===== src/rtl/ccs_pkg.sv =====
package ccs_pkg;

  localparam int RATIO_W = 8;

  typedef logic [RATIO_W-1:0] ratio_t;

  typedef struct packed {
    ratio_t n;
    ratio_t m;
  } ratio_pair_t;

  function automatic logic pair_bad(ratio_pair_t p);
    return (p.m == '0) || (p.n > p.m);
  endfunction

endpackage


===== src/rtl/ccs_ratio_step.sv =====
module ccs_ratio_step
  import ccs_pkg::*;
#(
  parameter int AW = RATIO_W
) (
  input  logic [AW:0]   acc,
  input  logic          restart,
  input  logic [AW-1:0] n,
  input  logic [AW-1:0] m,
  output logic          keep,
  output logic [AW:0]   acc_nx
);

  logic [AW:0] base;
  logic [AW:0] sum;

  always_comb begin
    base   = restart ? '0 : acc;
    sum    = base + {1'b0, n};
    keep   = (sum >= {1'b0, m});
    acc_nx = keep ? (sum - {1'b0, m}) : sum;
  end

endmodule


===== src/rtl/ccs_front.sv =====
module ccs_front
  import ccs_pkg::*;
#(
  parameter int XW = 13,
  parameter int YW = 12,
  parameter int DW = 8,
  parameter int KW = 4
) (
  input  logic          clk,
  input  logic          rst,
  input  logic          in_valid,
  input  logic          in_sof,
  input  logic          in_sol,
  input  logic [DW-1:0] in_data,
  input  logic [XW-1:0] cfg_x0,
  input  logic [YW-1:0] cfg_y0,
  input  logic [XW-1:0] cfg_w,
  input  logic [YW-1:0] cfg_h,
  input  ratio_pair_t   cfg_hr,
  input  ratio_pair_t   cfg_vr,
  input  logic [KW-1:0] cfg_keep,
  output logic          a_valid,
  output logic          a_sof,
  output logic          a_sol,
  output logic [DW-1:0] a_data,
  output logic [XW-1:0] a_x,
  output logic [YW-1:0] a_y,
  output logic          a_fkeep,
  output logic [XW-1:0] sh_x0,
  output logic [YW-1:0] sh_y0,
  output logic [XW-1:0] sh_w,
  output logic [YW-1:0] sh_h,
  output ratio_pair_t   sh_hr,
  output ratio_pair_t   sh_vr,
  output logic          sh_err
);

  logic [KW-1:0] fcnt;
  logic          line_start;
  logic [XW-1:0] x_nx;
  logic [YW-1:0] y_nx;
  logic          keep_all;
  logic          frame_keep;
  logic [KW-1:0] fcnt_nx;

  always_comb begin
    line_start = in_sof | in_sol;
    x_nx       = line_start ? '0 : a_x + XW'(1);
    if (in_sof)      y_nx = '0;
    else if (in_sol) y_nx = a_y + YW'(1);
    else             y_nx = a_y;
    keep_all   = (cfg_keep <= KW'(1));
    frame_keep = keep_all || (fcnt == '0);
    fcnt_nx    = (keep_all || (fcnt >= cfg_keep - KW'(1))) ? '0 : fcnt + KW'(1);
  end

  always_ff @(posedge clk) begin
    if (rst) begin
      a_valid <= 1'b0;
      a_sof   <= 1'b0;
      a_sol   <= 1'b0;
      a_data  <= '0;
      a_x     <= '0;
      a_y     <= '0;
      a_fkeep <= 1'b0;
      fcnt    <= '0;
      sh_x0   <= '0;
      sh_y0   <= '0;
      sh_w    <= '0;
      sh_h    <= '0;
      sh_hr   <= '0;
      sh_vr   <= '0;
      sh_err  <= 1'b0;
    end else begin
      a_valid <= in_valid;
      a_sof   <= in_valid & in_sof;
      a_sol   <= in_valid & line_start;
      if (in_valid) begin
        a_data <= in_data;
        a_x    <= x_nx;
        a_y    <= y_nx;
        if (in_sof) begin
          sh_x0   <= cfg_x0;
          sh_y0   <= cfg_y0;
          sh_w    <= cfg_w;
          sh_h    <= cfg_h;
          sh_hr   <= cfg_hr;
          sh_vr   <= cfg_vr;
          sh_err  <= pair_bad(cfg_hr) | pair_bad(cfg_vr);
          a_fkeep <= frame_keep;
          fcnt    <= fcnt_nx;
        end
      end
    end
  end

endmodule


===== src/rtl/ccs_decim.sv =====
module ccs_decim
  import ccs_pkg::*;
#(
  parameter int XW = 13,
  parameter int YW = 12,
  parameter int DW = 8
) (
  input  logic          clk,
  input  logic          rst,
  input  logic          a_valid,
  input  logic          a_sof,
  input  logic          a_sol,
  input  logic [DW-1:0] a_data,
  input  logic [XW-1:0] a_x,
  input  logic [YW-1:0] a_y,
  input  logic          a_fkeep,
  input  logic [XW-1:0] sh_x0,
  input  logic [YW-1:0] sh_y0,
  input  logic [XW-1:0] sh_w,
  input  logic [YW-1:0] sh_h,
  input  ratio_pair_t   sh_hr,
  input  ratio_pair_t   sh_vr,
  input  logic          sh_err,
  output logic          out_valid,
  output logic          out_sof,
  output logic          out_sol,
  output logic [DW-1:0] out_data
);

  localparam int AW = RATIO_W;

  logic [AW:0] hacc, hacc_nx;
  logic [AW:0] vacc, vacc_nx;
  logic        h_step_keep, v_step_keep;
  logic        col_in, row_in;
  logic        row_keep_now, line_keep_q;
  logic        pix_keep;
  logic        sof_pend, sol_pend;

  always_comb begin
    col_in = (a_x >= sh_x0) &&
             ({1'b0, a_x} < ({1'b0, sh_x0} + {1'b0, sh_w}));
    row_in = (a_y >= sh_y0) &&
             ({1'b0, a_y} < ({1'b0, sh_y0} + {1'b0, sh_h}));
  end

  ccs_ratio_step #(.AW(AW)) h_step_i (
    .acc     (hacc),
    .restart (a_x == sh_x0),
    .n       (sh_hr.n),
    .m       (sh_hr.m),
    .keep    (h_step_keep),
    .acc_nx  (hacc_nx)
  );

  ccs_ratio_step #(.AW(AW)) v_step_i (
    .acc     (vacc),
    .restart (a_sof),
    .n       (sh_vr.n),
    .m       (sh_vr.m),
    .keep    (v_step_keep),
    .acc_nx  (vacc_nx)
  );

  always_comb begin
    row_keep_now = a_sol ? (row_in && (sh_err || v_step_keep)) : line_keep_q;
    pix_keep     = a_valid && a_fkeep && col_in && row_keep_now &&
                   (sh_err || h_step_keep);
  end

  always_ff @(posedge clk) begin
    if (rst) begin
      hacc        <= '0;
      vacc        <= '0;
      line_keep_q <= 1'b0;
      sof_pend    <= 1'b0;
      sol_pend    <= 1'b0;
      out_valid   <= 1'b0;
      out_sof     <= 1'b0;
      out_sol     <= 1'b0;
      out_data    <= '0;
    end else begin
      if (a_valid) begin
        if (a_sol) begin
          line_keep_q <= row_keep_now;
          if (row_in)     vacc <= vacc_nx;
          else if (a_sof) vacc <= '0;
        end
        if (col_in) hacc <= hacc_nx;
      end
      if (pix_keep) begin
        sof_pend <= 1'b0;
        sol_pend <= 1'b0;
      end else begin
        if (a_valid && a_sof) sof_pend <= 1'b1;
        if (a_valid && a_sol) sol_pend <= 1'b1;
      end
      out_valid <= pix_keep;
      out_sof   <= pix_keep & (a_sof | sof_pend);
      out_sol   <= pix_keep & (a_sol | sol_pend);
      out_data  <= a_data;
    end
  end

endmodule


===== src/rtl/cam_crop_scaler.sv =====
module cam_crop_scaler
  import ccs_pkg::*;
#(
  parameter int MAX_W = 4096,
  parameter int MAX_H = 2048,
  parameter int DW    = 8,
  parameter int KW    = 4,
  localparam int XW   = $clog2(MAX_W) + 1,
  localparam int YW   = $clog2(MAX_H) + 1
) (
  input  logic               clk,
  input  logic               rst,
  input  logic               in_valid,
  input  logic               in_sof,
  input  logic               in_sol,
  input  logic [DW-1:0]      in_data,
  input  logic [XW-1:0]      cfg_x0,
  input  logic [YW-1:0]      cfg_y0,
  input  logic [XW-1:0]      cfg_w,
  input  logic [YW-1:0]      cfg_h,
  input  logic [RATIO_W-1:0] cfg_h_num,
  input  logic [RATIO_W-1:0] cfg_h_den,
  input  logic [RATIO_W-1:0] cfg_v_num,
  input  logic [RATIO_W-1:0] cfg_v_den,
  input  logic [KW-1:0]      cfg_keep_every,
  output logic               out_valid,
  output logic               out_sof,
  output logic               out_sol,
  output logic [DW-1:0]      out_data,
  output logic               cfg_err
);

  ratio_pair_t   hr_in, vr_in;
  ratio_pair_t   sh_hr, sh_vr;
  logic          a_valid, a_sof, a_sol, a_fkeep;
  logic [DW-1:0] a_data;
  logic [XW-1:0] a_x, sh_x0, sh_w;
  logic [YW-1:0] a_y, sh_y0, sh_h;
  logic          sh_err;

  assign hr_in   = '{n: cfg_h_num, m: cfg_h_den};
  assign vr_in   = '{n: cfg_v_num, m: cfg_v_den};
  assign cfg_err = sh_err;

  ccs_front #(.XW(XW), .YW(YW), .DW(DW), .KW(KW)) front_i (
    .clk      (clk),
    .rst      (rst),
    .in_valid (in_valid),
    .in_sof   (in_sof),
    .in_sol   (in_sol),
    .in_data  (in_data),
    .cfg_x0   (cfg_x0),
    .cfg_y0   (cfg_y0),
    .cfg_w    (cfg_w),
    .cfg_h    (cfg_h),
    .cfg_hr   (hr_in),
    .cfg_vr   (vr_in),
    .cfg_keep (cfg_keep_every),
    .a_valid  (a_valid),
    .a_sof    (a_sof),
    .a_sol    (a_sol),
    .a_data   (a_data),
    .a_x      (a_x),
    .a_y      (a_y),
    .a_fkeep  (a_fkeep),
    .sh_x0    (sh_x0),
    .sh_y0    (sh_y0),
    .sh_w     (sh_w),
    .sh_h     (sh_h),
    .sh_hr    (sh_hr),
    .sh_vr    (sh_vr),
    .sh_err   (sh_err)
  );

  ccs_decim #(.XW(XW), .YW(YW), .DW(DW)) decim_i (
    .clk       (clk),
    .rst       (rst),
    .a_valid   (a_valid),
    .a_sof     (a_sof),
    .a_sol     (a_sol),
    .a_data    (a_data),
    .a_x       (a_x),
    .a_y       (a_y),
    .a_fkeep   (a_fkeep),
    .sh_x0     (sh_x0),
    .sh_y0     (sh_y0),
    .sh_w      (sh_w),
    .sh_h      (sh_h),
    .sh_hr     (sh_hr),
    .sh_vr     (sh_vr),
    .sh_err    (sh_err),
    .out_valid (out_valid),
    .out_sof   (out_sof),
    .out_sol   (out_sol),
    .out_data  (out_data)
  );

endmodule


===== config.mk =====
export PLATFORM = sky130hd
export DESIGN_NAME = cam_crop_scaler
export DESIGN_NICKNAME = d
export VERILOG_FILES = /design/src/rtl/ccs_pkg.sv /design/src/rtl/ccs_ratio_step.sv /design/src/rtl/ccs_front.sv /design/src/rtl/ccs_decim.sv /design/src/rtl/cam_crop_scaler.sv
export SDC_FILE = /design/constraint.sdc
export NUM_CORES = 1
export LEC_CHECK = 0
export BUFFER_PORTS_ARGS = -buffer_cell sky130_fd_sc_hd__buf_2
export CAP_MARGIN = 10
export CORE_MARGIN = 1.5
export CORE_UTILIZATION = 64
export CTS_CLUSTER_DIAMETER = 150
export DETAILED_ROUTE_END_ITERATION = 10
export PLACE_DENSITY = 0.86
export SYNTH_ARGS = -nofsm -noshare
export SYNTH_HDL_FRONTEND = slang
export SYNTH_SLANG_ARGS = --single-unit

===== constraint.sdc =====
create_clock -name clk -period 8.5 [get_ports clk]
set_input_delay 2.55 -clock clk [delete_from_list [all_inputs] [get_ports clk]]
set_output_delay 2.55 -clock clk [all_outputs]
set_load 0.005 [all_outputs]

==> impl_results.md, run 1 <==
- Ys flop type: dfxtp_1
- Core Box Area: 14700 um^2
- Grt ovf: 0
- Pre-antenna DRT Iters: 5
- Setup bufs post-CTS: 0
- Critical path arrival: 5.54 ns
- Post-synth EDFFs: 0
- Final Non-Filler Cells: 1394
- Outcome: completed
- Vias in the first global route: 8131
- Routed Wire Length: 23200 um
- Starting Density: 66.1%
- Worst Hold Class: reg2reg
- MaxCap Viol Count: 0
- Clock skew: 0.0123 ns
- Initial DRC Count: 493
- Setup-failing EPs final: 0
- Die footprint: 15900 um^2
- # nets final: 1432
- Hold slack: 0.462 ns
- Share of post-route cells with drive strength above 1: 14.2%
- First-pass GRT wire length: 38300 um
- Worst endpoint required time: 8.85 ns
- Reg clk slew, reported paths: 0.06 ns
- Residual DRC count: 0
- Pins over their slew limit: 0
- Period utilization: 61.0%
- Worst skew pair latency: 0.44 ns
- Clk buf depth: 2
- Htree depth: 4
- CP endpoint kind: register
- Sequential area share after synthesis: 32.2%
- Rows: 44
- Largest net degree at the start of global routing: 41
- Hold_buf cts: 0
- Synthesized flop and latch total: 156
- Num CTS Buffers: 17
- Total power: 2000 uW
- Syn-to-layout area delta: 13.5%
- CTS tree: built
- Synthesized area: 9710 um^2
- Routed Antenna Nets: 0
- Setup crit start kind: register
- Number of distinct library cells after synthesis: 74
- Overall routing resource usage: 29.7%
- Die Height: 126 um
- Async S/R FF share, synth: 0%
- Critical path class: reg2reg
- Pwr dens: 182 nW/um^2
- Initial antenna violation count: 1
- IO Count: 111
- CTS root buf: clkbuf_16
- Dpl cells: 1361
- I/O Buffers: 110
- Syn_area_per_cell: 8.89 um^2
- F_max: 193 MHz
- Final TNS setup: 0 ns
- DR WL/cell: 16.7 um
- Syn Nets: 1329
- YS warnings: 0
- Sink Count: 156
- Mapped Cells: 1093
- DP Wirelength: 17100 um
- Slew margin rel.: 35.1%
- Core Util, Final: 75.0%
- Chip Width: 126 um
- Worst slew pin tran: 0.971 ns
- Final min period: 5.19 ns
- Vias per cell: 6.05
- Vias: 8437
- Maximum fanout along the worst path: 10
- Gpl congestion: 0.920
- RSZ-0062 raised after global routing: no
- Leakage: 0.00499 uW
- Fin. Hold Viols: 0
- CTS-repair resized insts: 0
- Peak supply drop: 0.176 mV
==> worst paths after layout <==
| path | from | end | slack, ns | depth (start not counted) |
|---|---|---|---|---|
| worst max register to register | front_i.sh_x0[6] | decim_i.hacc[0] | 3.31 | 19 |
| worst min-delay path | decim_i.line_keep_q | decim_i.line_keep_q | 0.46 | 2 |
| worst max-delay path | front_i.sh_x0[6] | decim_i.hacc[0] | 3.31 | 19 |
| worst min register to register | decim_i.line_keep_q | decim_i.line_keep_q | 0.46 | 2 |
==> logic make-up (layout without fill, tap and decap cells) <==
family | count (synthesis) | after routing | synth area share, %
muxes | 23 | 23 | 2.40
adders and majority gates | 137 | 137 | 18.1
and+or+nand+nor | 290 | 290 | 15.2
DFF | 156 | 156 | 32.2
other | 0 | 1 | 0
xor gates and xnor gates | 59 | 59 | 5.32
AOI/OAI and AO/OA | 307 | 307 | 22.1
buffers and inverters | 121 | 237 | 4.72
==> final cells by class <==
class | instances | area (um^2)
Multi-Input combinational cell | 816 | 6140
Fill cell | 1032 | 3670
Sequential cell | 156 | 3120
Timing Repair Buffer | 113 | 573
Clock buffer | 20 | 447
Inverter | 92 | 345
Tap cell | 184 | 230
Clock inverter | 12 | 164
Antenna cell | 1 | 2.50
==> routing by layer <==
layer / vias up / share of wire [%] / wire length, um / GRT usage (%)
li1: 4138 / - / - / -
met1: 3940 / 45 / 10500 / 38.0
met2: 306 / 47 / 10900 / 50.1
met3: 53 / 5.7 / 1320 / 5.73
met4: 0 / 2.4 / 560 / 11.0
met5: - / 0 / 0 / 0
==> through the flow <==
stage          setup slack [ns]  instance area (um^2)
2_1_floorplan              3.93                  9710
3_3_place_gp               3.44                 10400
3_5_place_dp               3.44                 10400
4_1_cts                    3.36                 11000
5_1_grt                    3.02                 11000
6_report                   3.31                 11000
==> sequential cells by signal, indices dropped and copies added, names as in the netlist, 12 cells and up <==
signal	count
front_i.sh_hr	16
front_i.a_y	12
front_i.a_x	13
front_i.sh_vr	16
front_i.sh_y0	12
front_i.sh_x0	13
front_i.sh_h	12
front_i.sh_w	13
==> placed cells by master, fill, tap and decap left out, drive strengths merged, types with 4 or more instances in the layout <==
master      n
dfxtp     156
ha        131
buf       113
inv        93
nor2       84
o21ai      71
nand2      68
a21oi      66
a22o       41
nor2b      34
xor2       32
xnor2      27
a21o       23
mux2i      21
o21a       20
clkbuf     20
o22ai      17
nand4      17
nand3      15
a211oi     13
nand2b     12
nor3       11
nor4       10
a31oi       9
or3         8
o2bb2ai     8
and3        8
fa          6
o31ai       6
and2        5
or4         5
clkinvlp    4
clkinv      4
==> synth_stat cells (3+ instances only) <==
master	n	area (um^2)
a211oi_1	6	45.0
a211oi_2	7	87.6
a21o_1	23	173
a21oi_1	64	320
a22o_1	41	359
a22oi_1	3	22.5
a31oi_1	9	56.3
and2_1	5	31.3
and3_1	7	43.8
buf_1	4	15.0
buf_2	3	15.0
clkbuf_1	22	82.6
dfxtp_1	156	3120
fa_1	6	120
ha_1	131	1640
inv_1	91	342
mux2i_1	21	210
nand2_1	67	251
nand2b_1	12	75.1
nand3_1	15	75.1
nand4_1	16	100
nor2_1	84	315
nor2b_1	34	213
nor3_1	11	55.1
nor3b_1	3	22.5
nor4_1	8	50.1
o211ai_1	3	22.5
o21a_1	20	150
o21ai_0	69	345
o21bai_1	3	22.5
o22ai_1	17	106
o2bb2ai_1	8	70.1
o31ai_1	5	37.5
or2_2	3	18.8
or3_1	8	50.1
or4_1	5	37.5
xnor2_1	27	236
xor2_1	32	280
==> power breakdown <==
group	total (uW)	switching (uW)	internal (uW)
sequential	784	22.0	762
clock	790	318	472
combinational	428	246	182
total	2000	586	1420
==> critical path, stage by stage, from the launching register on <==
cell and delay [ns]:
dfxtp_1 0.35, inv_1 0.06, ha_1 0.31, nand4_2 0.15
nor4_4 0.54, nor2b_1 0.11, ha_1 0.24, fa_1 0.40
a21oi_1 0.18, nand4b_1 0.16, nand2_1 0.06, nor2_1 0.11
xnor2_1 0.17, ha_1 0.30, and4_1 0.22, a31oi_1 0.27
or4b_4 0.53, a21oi_4 0.34, mux2_2 0.38, a211oi_1 0.21
Power figures use the tool's default switching activity.
==> inputs of run 2 (changes only) <==
--- a/config.mk
+++ b/config.mk
@@ -8,10 +8,10 @@
 export BUFFER_PORTS_ARGS = -buffer_cell sky130_fd_sc_hd__buf_2
 export CAP_MARGIN = 10
 export CORE_MARGIN = 1.5
-export CORE_UTILIZATION = 64
+export CORE_UTILIZATION = 60
 export CTS_CLUSTER_DIAMETER = 150
 export DETAILED_ROUTE_END_ITERATION = 10
-export PLACE_DENSITY = 0.86
+export PLACE_DENSITY = 0.82
 export SYNTH_ARGS = -nofsm -noshare
 export SYNTH_HDL_FRONTEND = slang
 export SYNTH_SLANG_ARGS = --single-unit
==> constraint.sdc (replaced) <==
create_clock -name clk -period 4.9 [get_ports clk]
set_input_delay 1.47 -clock clk [delete_from_list [all_inputs] [get_ports clk]]
set_output_delay 1.47 -clock clk [all_outputs]
set_load 0.005 [all_outputs]
==> impl_results.md, run 2 (synthesis gave the netlist of run 1 again) <==
- Outcome: completed
- Vias per cell: 5.78
- RSZ-0062 raised after global routing: no
- Leakage: 0.00507 uW
- Worst endpoint required time: 5.25 ns
- Setup crit start kind: register
- Vias in the first global route: 7945
- Clock skew: 0.00952 ns
- DP Wirelength: 17200 um
- Clk buf depth: 2
- Sink Count: 156
- CTS tree: built
- CP endpoint kind: register
- Commonest non-fill, non-tap cells in the layout: 155 x dfxtp_1, 131 x ha_1, 110 x buf_2
- Hold slack: 0.455 ns
- Pre-antenna DRT Iters: 6
- Worst Reg-to-Reg Cells: 19
- I/O Buffers: 110
- End of the critical path: decim_i.hacc[0]
- Largest net degree at the start of global routing: 40
- Overall routing resource usage: 27.6%
- Fin. Hold Viols: 0
- Vias: 8273
- CTS root buf: clkbuf_16
- Antenna fix cells: 0
- Chip Width: 130 um
- Residual DRC count: 0
- Final min period: 4.67 ns
- First-pass GRT wire length: 37100 um
- Most common cell after layout, fill and taps aside: dfxtp_1
- Gpl congestion: 0.907
- Maximum fanout along the worst path: 4
- Starting Density: 61.4%
- Initial antenna violation count: 1
- Critical path arrival: 5.01 ns
- Core Box Area: 15800 um^2
- Share of post-route cells with drive strength above 1: 15.2%
- # nets final: 1439
- Routed Antenna Nets: 0
- Pins over their slew limit: 0
- Critical path class: reg2reg
- Setup-failing EPs final: 0
- MaxCap Viol Count: 0
- Rows: 46
- Worst skew pair latency: 0.43 ns
- Reg clk slew, reported paths: 0.06 ns
- IO Count: 111
- Initial DRC Count: 469
- Worst setup path startpoint: front_i.sh_x0[1]
- Final Non-Filler Cells: 1431
- Pwr dens: 320 nW/um^2
- Num CTS Buffers: 17
- F_max: 214 MHz
- Peak supply drop: 0.268 mV
- Largest regs: front_i.sh_hr (16), front_i.sh_vr (16)
- Hold_buf cts: 0
- Grt ovf: 0
- DR WL/cell: 16.1 um
- Reg2Reg Setup Slack: 0.23 ns
- Capturing point of the worst reg2reg path: decim_i.hacc[0]
- Slew margin rel.: 49.3%
- Period utilization: 95.2%
- Htree depth: 4
- Routed Wire Length: 23100 um
- Worst Hold Class: reg2reg
- Design area: 11200 um^2
- Syn-to-layout area delta: 15.4%
- Final TNS setup: 0 ns
- Dpl cells: 1398
- Dpl cell area: 10500 um^2
- Worst flop-to-flop path startpoint: front_i.sh_x0[1]
- Die footprint: 17000 um^2
- Worst slew pin tran: 0.758 ns
- Die Height: 130 um
-- run 2: worst min path at each step --
| stage | start | endpoint | cells past startpoint |
|---|---|---|---|
| 2_1_floorplan | decim_i.vacc[0] | decim_i.vacc[0] | 1 |
| 3_3_place_gp | decim_i.vacc[4] | decim_i.vacc[4] | 1 |
| 3_5_place_dp | decim_i.vacc[4] | decim_i.vacc[4] | 1 |
| 4_1_cts | decim_i.vacc[4] | decim_i.vacc[4] | 1 |
| 5_1_grt | front_i.a_data[4] | decim_i.out_data[4] | 1 |
| 6_report | decim_i.vacc[0] | decim_i.vacc[0] | 1 |
-- run 2: final cells by class --
class                   instances  area [um^2]
fillers                      1193         4620
flip-flops and latches        156         3120
clock inverters                10          188
clock buffers                  21          460
inverters                      92          345
multi-input cells             816         6180
repair buffers                120          638
well taps                     216          270
-- run 2: metrics by stage --
| step | power, uW | setup slack, ns | util, % |
|---|---|---|---|
| 2_1_floorplan | 1910 | 0.330 | - |
| 3_3_place_gp | 2100 | 0.215 | 66.4 |
| 3_5_place_dp | 2110 | 0.119 | 66.4 |
| 4_1_cts | 3570 | 0.0826 | 70.5 |
| 5_1_grt | 3730 | 0.0146 | 70.8 |
| 6_report | 3590 | 0.234 | 70.8 |
-- run 2: repair_timing --
action | 4_1_cts | 5_1_grt
setup buffers | 0 | 2
setup endpoints to repair | 0 | 12
gates resized for setup | 0 | 8
hold endpoints to repair | 0 | 0
-- run 2: critical path, stage by stage (launching register included) --
cell and delay (ns):
dfxtp_1 0.33, inv_1 0.09, ha_1 0.30, nand4_1 0.15, nor4_4 0.37, nor2b_1 0.09
ha_1 0.22, fa_2 0.36, a21oi_1 0.15, nand4b_1 0.15, nand2_1 0.08, nor2_2 0.09
xnor2_1 0.17, ha_1 0.30, and4_1 0.24, a31oi_4 0.21, or4b_4 0.51, a21oi_4 0.21
mux2_2 0.36, a211oi_2 0.20
-- run 2: power by group --
part / total, uW / switching [uW] / internal (uW)
combinational: 764 / 419 / 345
sequential: 1360 / 35.2 / 1320
clock: 1460 / 535 / 930
-- run 2: routing by layer --
layer / track usage (%) / share of wire (%) / vias up
li1: - / - / 4152
met5: 0 / 0.056 / -
met2: 47.8 / 49 / 173
met3: 5.66 / 3.8 / 53
met4: 11.4 / 2.9 / 2
met1: 33.4 / 44 / 3893
